$ cat config.mk
export PLATFORM = sky130hd
export DESIGN_NAME = rtc_core
export DESIGN_NICKNAME = d
export VERILOG_FILES = /design/src/rtl/rtc_pkg.sv /design/src/rtl/rtc_time_counter.sv /design/src/rtl/rtc_alarm_unit.sv /design/src/rtl/rtc_core.sv
export SDC_FILE = /design/constraint.sdc
export NUM_CORES = 1
export LEC_CHECK = 0
export ABC_AREA = 1
export BUFFER_PORTS_ARGS = -buffer_cell sky130_fd_sc_hd__clkbuf_2
export CAP_MARGIN = 20
export CORE_ASPECT_RATIO = 1.75
export CORE_MARGIN = 8
export CORE_UTILIZATION = 55
export DETAILED_ROUTE_END_ITERATION = 12
export PLACE_DENSITY = 0.76
export SYNTH_ARGS = -nofsm -noshare
export SYNTH_HDL_FRONTEND = slang
export SYNTH_SLANG_ARGS = --single-unit
$ cat constraint.sdc
create_clock -name clk -period 3.66 [get_ports clk]
set_input_delay 0 -clock clk [delete_from_list [all_inputs] [get_ports clk]]
set_output_delay 0 -clock clk [all_outputs]
set_load 0.02 [all_outputs]
$ cat src/rtl/rtc_pkg.sv
package rtc_pkg;

    localparam int ADDR_W   = 5;
    localparam int NT       = 7;          // time fields
    localparam int NA       = 6;          // alarm fields
    localparam int TIME_BASE = 0;
    localparam int ALM_BASE  = 8;
    localparam int CTRL_ADDR = 16;
    localparam int IEN_ADDR  = 17;
    localparam int STAT_ADDR = 18;
    localparam int RUN_BIT   = 0;
    localparam int AIE_BIT   = 3;
    localparam int AF_BIT    = 6;

    localparam int F_SEC  = 0;
    localparam int F_MIN  = 1;
    localparam int F_HOUR = 2;
    localparam int F_DAY  = 3;
    localparam int F_MON  = 4;
    localparam int F_YEAR = 5;
    localparam int F_WDAY = 6;

    typedef logic [NT-1:0][7:0] tvec_t;
    typedef logic [NA-1:0][7:0] avec_t;

    typedef struct packed {
        logic       wrap;
        logic [7:0] val;
    } step_t;

    localparam tvec_t TIME_POR = {8'h00, 8'h00, 8'h01, 8'h01, 8'h00, 8'h00, 8'h00};

    // One BCD step with wrap when at or beyond the upper bound
    function automatic step_t bcd_step(input logic [7:0] v,
                                       input logic [7:0] lo,
                                       input logic [7:0] hi);
        step_t r;
        if (v >= hi) begin
            r.wrap = 1'b1;
            r.val  = lo;
        end else if (v[3:0] >= 4'd9) begin
            r.wrap = 1'b0;
            r.val  = {v[7:4] + 4'd1, 4'd0};
        end else begin
            r.wrap = 1'b0;
            r.val  = v + 8'd1;
        end
        return r;
    endfunction

    function automatic logic [7:0] last_day(input logic [7:0] mon,
                                            input logic [7:0] year);
        logic [7:0] ybin;
        ybin = 8'(year[7:4]) * 8'd10 + 8'(year[3:0]);
        case (mon)
            8'h02:                      last_day = (ybin[1:0] == 2'b00) ? 8'h29 : 8'h28;
            8'h04, 8'h06, 8'h09, 8'h11: last_day = 8'h30;
            default:                    last_day = 8'h31;
        endcase
    endfunction

endpackage

$ cat src/rtl/rtc_time_counter.sv
module rtc_time_counter
    import rtc_pkg::*;
(
    input  logic          clk,
    input  logic          rst,
    input  logic          adv_i,
    input  logic [NT-1:0] we_i,
    input  logic [7:0]    wdata_i,
    output tvec_t         cur_o,
    output tvec_t         nxt_o
);

    tvec_t t_q;
    tvec_t t_n;
    step_t s_sec, s_min, s_hr, s_day, s_wd, s_mon, s_yr;

    always_comb begin
        s_sec = bcd_step(t_q[F_SEC],  8'h00, 8'h59);
        s_min = bcd_step(t_q[F_MIN],  8'h00, 8'h59);
        s_hr  = bcd_step(t_q[F_HOUR], 8'h00, 8'h23);
        s_day = bcd_step(t_q[F_DAY],  8'h01, last_day(t_q[F_MON], t_q[F_YEAR]));
        s_wd  = bcd_step(t_q[F_WDAY], 8'h00, 8'h06);
        s_mon = bcd_step(t_q[F_MON],  8'h01, 8'h12);
        s_yr  = bcd_step(t_q[F_YEAR], 8'h00, 8'h99);

        t_n        = t_q;
        t_n[F_SEC] = s_sec.val;
        if (s_sec.wrap) begin
            t_n[F_MIN] = s_min.val;
            if (s_min.wrap) begin
                t_n[F_HOUR] = s_hr.val;
                if (s_hr.wrap) begin
                    t_n[F_DAY]  = s_day.val;
                    t_n[F_WDAY] = s_wd.val;
                    if (s_day.wrap) begin
                        t_n[F_MON] = s_mon.val;
                        if (s_mon.wrap) begin
                            t_n[F_YEAR] = s_yr.val;
                        end
                    end
                end
            end
        end
    end

    always_ff @(posedge clk) begin
        if (rst) begin
            t_q <= TIME_POR;
        end else if (|we_i) begin
            for (int i = 0; i < NT; i++) begin
                if (we_i[i]) t_q[i] <= wdata_i;
            end
        end else if (adv_i) begin
            t_q <= t_n;
        end
    end

    assign cur_o = t_q;
    assign nxt_o = t_n;


    frozen_hold_chk: assert property (@(posedge clk) disable iff (rst)
        (!adv_i && (we_i == '0)) |=> $stable(t_q));


    sec_wrap_chk: assert property (@(posedge clk) disable iff (rst)
        (adv_i && (we_i == '0) && t_q[F_SEC] == 8'h59) |=> (t_q[F_SEC] == 8'h00));


    year_wrap_chk: assert property (@(posedge clk) disable iff (rst)
        (adv_i && (we_i == '0) && t_q[F_YEAR] == 8'h99 && t_q[F_MON] == 8'h12 &&
         t_q[F_DAY] == 8'h31 && t_q[F_HOUR] == 8'h23 && t_q[F_MIN] == 8'h59 &&
         t_q[F_SEC] == 8'h59) |=> (t_q[F_YEAR] == 8'h00 && t_q[F_MON] == 8'h01));

endmodule

$ cat src/rtl/rtc_alarm_unit.sv
module rtc_alarm_unit
    import rtc_pkg::*;
(
    input  logic          clk,
    input  logic          rst,
    input  logic          adv_i,
    input  tvec_t         nxt_i,
    input  logic [NA-1:0] we_i,
    input  logic [7:0]    wdata_i,
    input  logic          clr_i,
    input  logic          stat_rd_i,
    output avec_t         alm_o,
    output logic          flag_o,
    output logic          snap_o
);

    avec_t         alm_q;
    logic [NA-1:0] fld_eq;
    logic          hit;
    logic          flag_q;
    logic          snap_q;

    for (genvar i = 0; i < NA; i++) begin : g_cmp
        assign fld_eq[i] = (alm_q[i] == nxt_i[i]);
    end

    assign hit = adv_i && (&fld_eq);

    always_ff @(posedge clk) begin
        if (rst) begin
            alm_q <= '0;
        end else begin
            for (int i = 0; i < NA; i++) begin
                if (we_i[i]) alm_q[i] <= wdata_i;
            end
        end
    end

    always_ff @(posedge clk) begin
        if (rst) begin
            flag_q <= 1'b0;
        end else if (hit) begin
            flag_q <= 1'b1;
        end else if (clr_i) begin
            flag_q <= 1'b0;
        end
    end

    always_ff @(posedge clk) begin
        if (rst) begin
            snap_q <= 1'b0;
        end else if (stat_rd_i) begin
            snap_q <= flag_q;
        end
    end

    assign alm_o  = alm_q;
    assign flag_o = flag_q;
    assign snap_o = snap_q;


    flag_cause_chk: assert property (@(posedge clk) disable iff (rst)
        $rose(flag_q) |-> $past(hit));


    flag_sticky_chk: assert property (@(posedge clk) disable iff (rst)
        (flag_q && !clr_i) |=> flag_q);


    flag_clear_chk: assert property (@(posedge clk) disable iff (rst)
        (clr_i && !hit) |=> !flag_q);


    snap_hold_chk: assert property (@(posedge clk) disable iff (rst)
        !stat_rd_i |=> $stable(snap_q));

endmodule

$ cat src/rtl/rtc_core.sv
module rtc_core
    import rtc_pkg::*;
(
    input  logic              clk,
    input  logic              rst,
    input  logic              tick_i,
    input  logic [ADDR_W-1:0] addr_i,
    input  logic [7:0]        wdata_i,
    input  logic              wr_en_i,
    input  logic              rd_en_i,
    output logic [7:0]        rdata_o,
    output logic              irq_o
);

    logic [NT-1:0] t_we;
    logic [NA-1:0] a_we;
    logic          run_q;
    logic          aie_q;
    logic          adv;
    logic          clr;
    logic          stat_rd;
    logic          flag;
    logic          snap;
    tvec_t         cur_t;
    tvec_t         nxt_t;
    avec_t         alm;

    for (genvar i = 0; i < NT; i++) begin : g_twe
        assign t_we[i] = wr_en_i && (addr_i == ADDR_W'(TIME_BASE + i));
    end

    for (genvar i = 0; i < NA; i++) begin : g_awe
        assign a_we[i] = wr_en_i && (addr_i == ADDR_W'(ALM_BASE + i));
    end

    assign adv     = tick_i && run_q && (t_we == '0);
    assign clr     = wr_en_i && (addr_i == ADDR_W'(STAT_ADDR)) && wdata_i[AF_BIT];
    assign stat_rd = rd_en_i && (addr_i == ADDR_W'(STAT_ADDR));

    always_ff @(posedge clk) begin
        if (rst) begin
            run_q <= 1'b0;
            aie_q <= 1'b0;
        end else if (wr_en_i) begin
            if (addr_i == ADDR_W'(CTRL_ADDR)) run_q <= wdata_i[RUN_BIT];
            if (addr_i == ADDR_W'(IEN_ADDR))  aie_q <= wdata_i[AIE_BIT];
        end
    end

    rtc_time_counter u_cnt (
        .clk     (clk),
        .rst     (rst),
        .adv_i   (adv),
        .we_i    (t_we),
        .wdata_i (wdata_i),
        .cur_o   (cur_t),
        .nxt_o   (nxt_t)
    );

    rtc_alarm_unit u_alm (
        .clk       (clk),
        .rst       (rst),
        .adv_i     (adv),
        .nxt_i     (nxt_t),
        .we_i      (a_we),
        .wdata_i   (wdata_i),
        .clr_i     (clr),
        .stat_rd_i (stat_rd),
        .alm_o     (alm),
        .flag_o    (flag),
        .snap_o    (snap)
    );

    always_comb begin
        rdata_o = 8'h00;
        for (int i = 0; i < NT; i++) begin
            if (addr_i == ADDR_W'(TIME_BASE + i)) rdata_o = cur_t[i];
        end
        for (int i = 0; i < NA; i++) begin
            if (addr_i == ADDR_W'(ALM_BASE + i)) rdata_o = alm[i];
        end
        if (addr_i == ADDR_W'(CTRL_ADDR)) rdata_o[RUN_BIT] = run_q;
        if (addr_i == ADDR_W'(IEN_ADDR))  rdata_o[AIE_BIT] = aie_q;
        if (addr_i == ADDR_W'(STAT_ADDR)) rdata_o[AF_BIT]  = snap;
    end

    assign irq_o = flag && aie_q;


    irq_gate_chk: assert property (@(posedge clk) disable iff (rst)
        (wr_en_i && addr_i == ADDR_W'(IEN_ADDR) && !wdata_i[AIE_BIT]) |=> !irq_o);


    run_freeze_chk: assert property (@(posedge clk) disable iff (rst)
        (!run_q && !wr_en_i) |=> $stable(cur_t));

endmodule

==> results of run 1 <==
## layout make-up
class | count | area, µm² | share of cell area [%]
Clock buffer | 10 | 239 | 2.74
Clock inverter | 6 | 118 | 1.35
Inverter | 161 | 612 | 7.00
Multi-Input combinational cell | 968 | 5120 | 58.6
Sequential cell | 108 | 2170 | 24.8
Tap cell | 180 | 225 | 2.58
Timing Repair Buffer | 42 | 255 | 2.92
## synthesized netlist by cell type, types with 2 or more instances
cell / number
nor2_2: 11
o2111ai_1: 4
xnor2_1: 5
nand2_4: 7
nand4_1: 28
buf_4: 6
o22ai_1: 7
clkinv_1: 2
a31oi_1: 45
nor3_1: 9
buf_1: 2
clkbuf_1: 18
a21oi_1: 83
o21ai_2: 3
nor4_1: 3
o221ai_1: 2
nand3b_1: 6
buf_6: 4
nand3_1: 106
nor2_1: 100
dfxtp_1: 108
a211oi_1: 6
nand2_1: 322
or2_2: 4
inv_2: 10
o21ai_0: 117
ha_1: 41
nand3_4: 3
buf_2: 9
xor2_1: 15
o211ai_1: 3
inv_1: 148
nand2_2: 10
nor2_4: 4
o21ai_1: 13
## routing by layer
metal	vias to the layer above	wire (µm)
li1	4276	-
met1	4091	10700
met2	482	14600
met3	186	2450
met4	2	3520
met5	-	31
## through the flow
stage               power [mW]  util (%)
finish                    2.68      60.8
floorplan                 1.40         -
CTS                       2.66      60.4
detailed placement        1.51      57.8
global route              2.75      60.8
global placement          1.50      57.8
## power breakdown
part,switching (mW),total [mW],internal [mW]
logic,0.204,0.279,0.0742
clock network,0.488,1.18,0.696
registers,0.0225,1.21,1.19
## worst min path at each step
stage          startpoint                   endpoint  slack [ns]  depth (start not counted)
2_1_floorplan     rd_en_i  u_alm.snap_o$_SDFFE_PP0P_        0.12                          1
3_3_place_gp      rd_en_i  u_alm.snap_o$_SDFFE_PP0P_        0.23                          2
3_5_place_dp      rd_en_i  u_alm.snap_o$_SDFFE_PP0P_        0.24                          2
4_1_cts         addr_i[1]         run_q$_SDFFE_PP0P_        0.04                          4
5_1_grt         addr_i[1]         run_q$_SDFFE_PP0P_        0.07                          4
6_report        addr_i[1]         run_q$_SDFFE_PP0P_        0.06                          4
## cells in the final DEF, fill, tap and decap left out, types with 9 or more instances in the layout
cell type,n
a21oi_1,83
nor2_2,12
dfxtp_1,105
nand2_1,322
inv_1,144
nor2_1,99
inv_2,13
xor2_1,15
nand3_1,106
nand4_1,28
a31oi_1,45
ha_1,40
buf_4,14
clkbuf_2,26
o21ai_1,15
o21ai_0,115
nand2_2,9
clkbuf_16,9
## cell families (layout without fill, tap and decap cells)
| family | count (synthesis) | count (layout) |
|---|---|---|
| AO/OA/AOI/OAI | 290 | 290 |
| AND/OR/NAND/NOR | 617 | 617 |
| adder cells (fa/ha/maj) | 41 | 41 |
| buffers and inverters | 200 | 219 |
| flip-flops | 108 | 108 |
| XOR/XNOR | 20 | 20 |
## timing repair
| item | CTS | global route |
|---|---|---|
| hold buffers | 2 | 0 |
| endpoints found under the setup margin | 0 | 1 |
| buffers inserted | 0 | 2 |
| resized for setup | 0 | 16 |
| endpoints found under the hold margin | 3 | 0 |
## critical path: cells and delay by family (launching register included)
kind                     cells  cell delay [ns]
AO/OA/AOI/OAI                1             0.08
adder cells (fa/ha/maj)      2             0.47
buffers and inverters        7             0.64
flip-flops                   1             0.37
AND/OR/NAND/NOR             15             1.62
## flip-flops by register name, indices dropped and copies added, names as in the netlist
name and cells:
u_cnt.cur_o 56, u_alm.flag_o 1, u_alm.alm_o 48, u_alm.snap_o 1, run_q 1, aie_q 1
==> impl_results.md, run 1 <==
- Status: finished clean
- Worst r2r path cells: 25
- Main flop type after synthesis: dfxtp_1
- Antenna violations before repair: 2
- Final hold viol count: 0
- Avg Cell Area, Syn: ~6.3 µm²
- Setup repair after global routing missed its margin: no
- First-pass GRT wire length: roughly 48 mm
- Worst Setup End Kind: flip-flop
- Initial DRC Count: roughly 680
- GR peak layer: met2
- Die ar.: 19,000 µm²
- Design area: 8740 µm²
- Crit Reg-Reg Endpoint: u_alm.flag_o$_SDFFE_PP0P_
- Global routing usage on met1: between 30% and 40%
- DR pass1 iterations: 5
- Mux contribution to synthesized area: 0%
- I/O pin total: 27
- Vias: ~9,000
- Fraction of the mapped netlist area in simple logic gates: around a third
- Synth warn: 0
- Yosys cell types: 47
- GRT Util Overall: between 30% and 40%
- Crit Path Max Fanout: 8
- Pin count of the biggest net entering global routing: 50
- Post-DP Area: between 8000 and 9000 µm²
- Number of enable flip-flop cells after synthesis: 0
- Num CTS Buffers: 9
- Max-slew violations: 0
- Final #Nets: 1,349
- Register area share after synthesis: 26.8%
- Flop2flop setup slack: about 0.4 ns
- Setup WS post-layout: 0.390 ns
- Post-Synthesis Cells: 1,276
- PortBufs: 26
- XOR/XNOR share of the synthesized area: around 2.2%
- Critical Path Max Stage Delay: around 0.37 ns
- Drt wl/cell: approximately 21 µm
- F_max: roughly 310 MHz
- Complex-gate fraction of the synthesized area: 20.0%
- Vias per cell: 6.13
- Largest family of logic cells by synthesized area: simple AND/OR/NAND/NOR gates
- Crit path from: u_cnt.cur_o[32]$_SDFFE_PP1P_
- Final setup viols: 0
- Yosys reg bits: between 100 and 150
- Tightest Pin Transition: 0.830 ns
- Htree depth: 3
- Clock buffer depth: 2
- Setup Skew: 0.00985 ns
- Top cells by area, synth: dfxtp_1 (27%), nand2_1 (15%), o21ai_0 (7.3%), inv_1 (6.9%), nand3_1 (6.6%)
- Die H: 176 µm
- Fin crit period: around 3.3 ns
- Layout Cells excl Fill: between 1,000 and 1,500
- Post-Synthesis Cell Area: 8070 µm²
- Final ANT Viol Nets: 0
- Max Cap Viol: 0
- Most used cell, CP: nand2_1
- Setup TNS: 0 ns
- CTS sink count: 108
- Area leader, netlist: dfxtp_1
- Place WS: ~0.15 ns
- Worst path required time: 3.96 ns
- Synth Area in Adders: about 6.4%
- Fillers: 1,469
- Clock root buffer: clkbuf_16
- CP Class: reg2reg
- Met2 global-route usage: 54.2%
- Row count: a little under 60
- Startpoint types: flip-flop
- Residual DRC: 0
- Share of cells above drive strength 1: around a tenth
- Clock Latency Late Sink: 0.36 ns
- Placed Cells: between 1,000 and 1,500
- Met3 Usage GRT: under 10%
- Die width: between 100 and 150 µm
- Min-Delay Path Class: in2reg
- Ys async rst share: 0%
- Slowest cell on crit path: dfxtp_4
- Critical R2R Launch: u_cnt.cur_o[32]$_SDFFE_PP1P_
- # diodes: 0
- Crit path arrival time: about 3.6 ns
- Relative slew margins: between 40% and 50%
- Worst Setup EP: u_alm.flag_o$_SDFFE_PP0P_
- Vias in the first global route: roughly 8,700
- Final GP Congestion: ~1.0
- Synth-to-Final Area Change: 8.20%
- Starting density of the core: between 50% and 60%
- Period utilisation layout: 89.3%
- GRT overflow: 0
- Dpl hpwl: about 24 mm
- CTS tree: done
- Yosys top cell area share: a little over a quarter
- Pwr per Cell Area: approximately 300 nW/µm²
- Total wire length: roughly 31 mm
- Core ar.: roughly 14,000 µm²
- Hold slack: a little under 0.06 ns
- LEAKAGE: about 3.8 nW
- Clk slew on worst S/H paths: around 0.080 ns
- Mapped Nets: 1,335
- Worst ir drop on vdd: approximately 0.24 mV
Power figures use the tool's default switching activity.
==> run 2, diff against run 1 <==
SKIP_CTS_REPAIR_TIMING = 1   (was not set)
clock period = 3.1 ns   (was 3.66 ns; I/O delays follow)
==> impl_results.md, run 2 (synthesis gave the netlist of run 1 again) <==
- Status: finished with violations
- Failing checks: negative setup slack
- Clk network pwr share: between 30% and 40%
- GRT overflow: 0
- F_max: 322 MHz
- Design area: around 9300 µm²
- Min-Delay Path Class: in2reg
- I/O pin total: 27
- Synth-to-Final Area Change: 15.5%
- Sequential share of power: 48.4%
- Final #Nets: 1,411
- Setup Skew: around 0.011 ns
- Commonest non-fill, non-tap cell in the layout: nand2_1
- CP Class: reg2reg
- Fin crit period: just over 3 ns
- Max Cap Viol: 0
- Crit Path Max Fanout: 9
- Critical Path Max Stage Delay: 0.34 ns
- Residual DRC: 0
- Setup WS post-layout: -0.00872 ns
- Total design power: a little under 3 mW
- Relative slew margins: a little under half
- LEAKAGE: 4.09 nW
- # diodes: 0
- GRT Util Overall: between 30% and 40%
- Hold slack: between 0.006 and 0.007 ns
- Post-DP Area: around 9000 µm²
- Max-slew violations: 0
- Drt wl/cell: 21.3 µm
- Switch Pwr: ~0.84 mW
- Tightest Pin Transition: between 0.7 and 0.8 ns
- Vias per cell: 6.08
- Register area: between 2000 and 2500 µm²
- Core ar.: ~14,000 µm²
- Dpl hpwl: around 25 mm
- Layout Cells excl Fill: ~1,500
- Die ar.: approximately 19,000 µm²
- Num CTS Buffers: 9
- DR pass1 iterations: 8
- CTS tree: done
- Combinational share of power: 12.3%
- Final hold viol count: 0
- Die width: approximately 110 µm
- Final ANT Viol Nets: 0
- Place WS: -0.0846 ns
- Clock root buffer: clkbuf_16
- Vias: roughly 9,300
- Sw frac: around 29%
- Placed Cells: ~1,500
- Total wire length: about 33 mm
- Clock buffer depth: 2
- CTS sink count: around 110
- Vias in the first global route: 9,196
- Pwr per Cell Area: 317 nW/µm²
- Largest register FFs: 56
- Startpoint types: flip-flop
- Post-layout util: between 60% and 70%
- Setup TNS: -0.00872 ns
- Share of cells above drive strength 1: roughly 16%
- Worst ir drop on vdd: around 0.24 mV
- Final GP Congestion: 1.04
- Die H: roughly 180 µm
- PortBufs: 26
- Worst path required time: between 3 and 4 ns
- Crit path arrival time: approximately 3.4 ns
- Fillers: 1,379
- Final setup viols: 1
- Setup repair after global routing missed its margin: yes
- Worst Setup End Kind: flip-flop
- Internal power: between 2 and 2.5 mW
- Period utilisation layout: 100%
- Clock Latency Late Sink: about 0.36 ns
- Multi-input logic area: ~5300 µm²
- Htree depth: 3
- First-pass GRT wire length: roughly 50 mm
- Antenna violations before repair: 0
- Pin count of the biggest net entering global routing: roughly 40
- Initial DRC Count: around 830
- Most used cell, CP: nand2_1
- Most frequent cells in the layout: nand2_1 (313), inv_1 (140), o21ai_0 (113)
- Row count: slightly below 60
- Clk slew on worst S/H paths: approximately 0.080 ns
- Slowest cell on crit path: dfxtp_2
- Starting density of the core: 56.2%
## run 2: changes by cell type in the layout (fill, tap and decap cells not counted), sizes merged
cell	before	now
buf	14	77
bufinv	3	0
clkinv	3	5
clkbuf	36	37
dlygate4sd3	2	1
## run 2: area by class of cell
type	count	share of cell area, %
sequential	108	23.2
timing repair buffer	104	8.23
multi-input combinational	968	56.4
clock inverter	5	0.376
inverter	161	6.59
clock buffer	11	2.71
tap	180	2.42
## run 2: worst paths after layout
path / startpoint / endpoint / slack [ns] / cells past startpoint
hold reg to reg: aie_q$_SDFFE_PP0P_ / aie_q$_SDFFE_PP0P_ / 0.49 / 2
hold / removal: wdata_i[7] / u_alm.alm_o[15]$_SDFFE_PP0P_ / 0.006 / 3
setup / recovery: u_cnt.cur_o[32]$_SDFFE_PP1P_ / u_alm.flag_o$_SDFFE_PP0P_ / -0.009 / 26
setup reg to reg: u_cnt.cur_o[32]$_SDFFE_PP1P_ / u_alm.flag_o$_SDFFE_PP0P_ / -0.009 / 26
## run 2: critical path, delay by kind of cell, from the launching register on
kind | cells | cell delay (ns)
simple gates | 16 | 1.59
buf+inv | 7 | 0.63
fa+ha+maj | 2 | 0.41
flops | 1 | 0.34
compound gates | 1 | 0.07
## run 2: per-layer routing
layer / global-route usage [%] / routed length (µm) / vias to the layer above
met4: 28.7 / 2830 / 0
met5: 0 / 0 / -
met3: 5.00 / 2380 / 169
met1: 35.7 / 11500 / 4280
li1: - / - / 4404
met2: 58.7 / 16000 / 496
## run 2: power by group through the flow
stage | logic (mW) | clock network [mW] | registers [mW]
finish | 0.364 | 1.16 | 1.43
global route | 0.389 | 1.20 | 1.43
CTS | 0.342 | 1.15 | 1.43
detailed placement | 0.340 | 0 | 1.46
global placement | 0.337 | 0 | 1.46
floorplan | 0.199 | 0 | 1.45
==> run 3, diff against run 2 <==
CELL_PAD_IN_SITES_DETAIL_PLACEMENT = 0   (was not set)
CELL_PAD_IN_SITES_GLOBAL_PLACEMENT = 1   (was not set)
CORE_UTILIZATION = 45   (was 55)
PLACE_DENSITY = 0.85   (was 0.76)
==> impl_results.md, run 3 (synthesis gave the netlist of run 1 again) <==
- Pin count of the biggest net entering global routing: 44
- Core ar.: 17,800 µm²
- Residual DRC: 0
- Largest register FFs: 56
- Tightest Pin Transition: 0.849 ns
- Most used cell, CP: nand2_1
- Most frequent cells in the layout: nand2_1 (314), inv_1 (142), o21ai_0 (113)
- Placed Cells: 1,563
- Htree depth: 3
- Clock root buffer: clkbuf_16
- Crit Path Max Fanout: 6
- Final ANT Viol Nets: 0
- Drt wl/cell: roughly 21 µm
- Max-slew violations: 0
- Total design power: between 3 and 4 mW
- CTS sink count: between 100 and 150
- Die ar.: about 23,000 µm²
- Worst path required time: roughly 3.4 ns
- Final #Nets: approximately 1,400
- LEAKAGE: between 4 and 5 nW
- CTS tree: done
- Share of cells above drive strength 1: 15.1%
- Relative slew margins: between 40% and 50%
- Status: finished with violations
- Crit path arrival time: about 3.5 ns
- Post-DP Area: ~8800 µm²
- Sequential share of power: 45.3%
- Antenna violations before repair: 1
- Critical Path Max Stage Delay: ~0.36 ns
- Vias per cell: roughly 5.7
- Vias in the first global route: 8,650
- Fin crit period: approximately 3.2 ns
- Clock buffer depth: 2
- Internal power: ~2.3 mW
- Worst ir drop on vdd: 0.240 mV
- GRT overflow: 0
- Setup Skew: between 0.01 and 0.015 ns
- Combinational share of power: 11.6%
- Setup TNS: -0.0709 ns
- F_max: roughly 320 MHz
- Fillers: around 1,900
- Switch Pwr: 0.851 mW
- Starting density of the core: between 40% and 50%
- Setup repair after global routing missed its margin: yes
- Num CTS Buffers: 9
- First-pass GRT wire length: around 50 mm
- Final setup viols: 1
- Clock Latency Late Sink: between 0.3 and 0.4 ns
- CP Class: reg2reg
- Slowest cell on crit path: dfxtp_2
- GRT Util Overall: a little under a third
- Period utilisation layout: 102%
- Worst Setup End Kind: flip-flop
- Initial DRC Count: a little under 700
- Bufs and invs on worst path: 6
- Die width: around 120 µm
- Pwr per Cell Area: 336 nW/µm²
- Layout Cells excl Fill: around 1,600
- DR pass1 iterations: 5
- Sw frac: 27.0%
- Hold slack: 0.0241 ns
- Design area: between 9000 and 10,000 µm²
- Commonest non-fill, non-tap cell in the layout: nand2_1
- Clk network pwr share: between 40 and 50%
- Vias: 9,059
- Failing checks: negative setup slack
- Dpl hpwl: 25.3 mm
- Startpoint types: flip-flop
- Place WS: -0.113 ns
- Total wire length: between 30 and 40 mm
- Final GP Congestion: roughly 1
- Min-Delay Path Class: in2reg
- Final hold viol count: 0
- Die H: 193 µm
- Synth-to-Final Area Change: 16.2%
- Clk slew on worst S/H paths: 0.08 ns
- I/O pin total: 27
- Max Cap Viol: 0
- Critical path's top delay family: simple AND/OR/NAND/NOR gates
- Setup WS post-layout: -0.0709 ns
- Post-layout util: 52.7%
- PortBufs: 26
- Row count: 65
## run 3: cell count changes in the layout (fill, tap and decap cells not counted), moves of 2 or more
cell,before,now
buf_4,71,68
bufinv_16,0,3
clkbuf_1,0,2
clkbuf_8,2,0
inv_1,140,142
inv_2,15,13
nor2_1,92,94
nor2_2,19,17
## run 3: tightest hold or removal path, delay by kind of cell
family,cells,cell delay [ns]
buffers and inverters,1,0.17
AOI/OAI and AO/OA,1,0.06
and+or+nand+nor,1,0.12
## run 3: worst paths after layout
| check | startpoint | end | slack [ns] | cells past startpoint |
|---|---|---|---|---|
| worst max-delay path | u_cnt.cur_o[32]$_SDFFE_PP1P_ | u_alm.flag_o$_SDFFE_PP0P_ | -0.07 | 27 |
| worst min register to register | aie_q$_SDFFE_PP0P_ | aie_q$_SDFFE_PP0P_ | 0.48 | 2 |
| worst max register to register | u_cnt.cur_o[32]$_SDFFE_PP1P_ | u_alm.flag_o$_SDFFE_PP0P_ | -0.07 | 27 |
| worst min-delay path | wdata_i[7] | u_alm.alm_o[7]$_SDFFE_PP0P_ | 0.02 | 3 |
## run 3: area by class of cell
cell class	instances	area (µm²)	area share, %
Inverter	161	617	6.57
Timing Repair Buffer	101	753	8.03
Sequential cell	108	2170	23.1
Tap cell	234	293	3.12
Clock buffer	11	233	2.48
Multi-Input combinational cell	968	5220	55.6
Clock inverter	5	100	1.07
Antenna cell	1	2.50	0.0267
## run 3: routing by layer
metal	GRT usage, %	share of wire [%]	wire length [µm]	up-vias
met5	0	0.039	13	-
met3	4.96	5.6	1870	143
met1	32.5	38	12500	4163
met4	24.5	9.1	3010	2
met2	50.5	48	15800	348
li1	-	-	-	4403
## run 3: power by group through the flow
stage               sequential (mW)  clock, mW  combinational, mW
floorplan                      1.45          0              0.199
detailed placement             1.46          0              0.347
global placement               1.46          0              0.346
global route                   1.43       1.41              0.393
CTS                            1.43       1.36              0.348
finish                         1.43       1.36              0.365
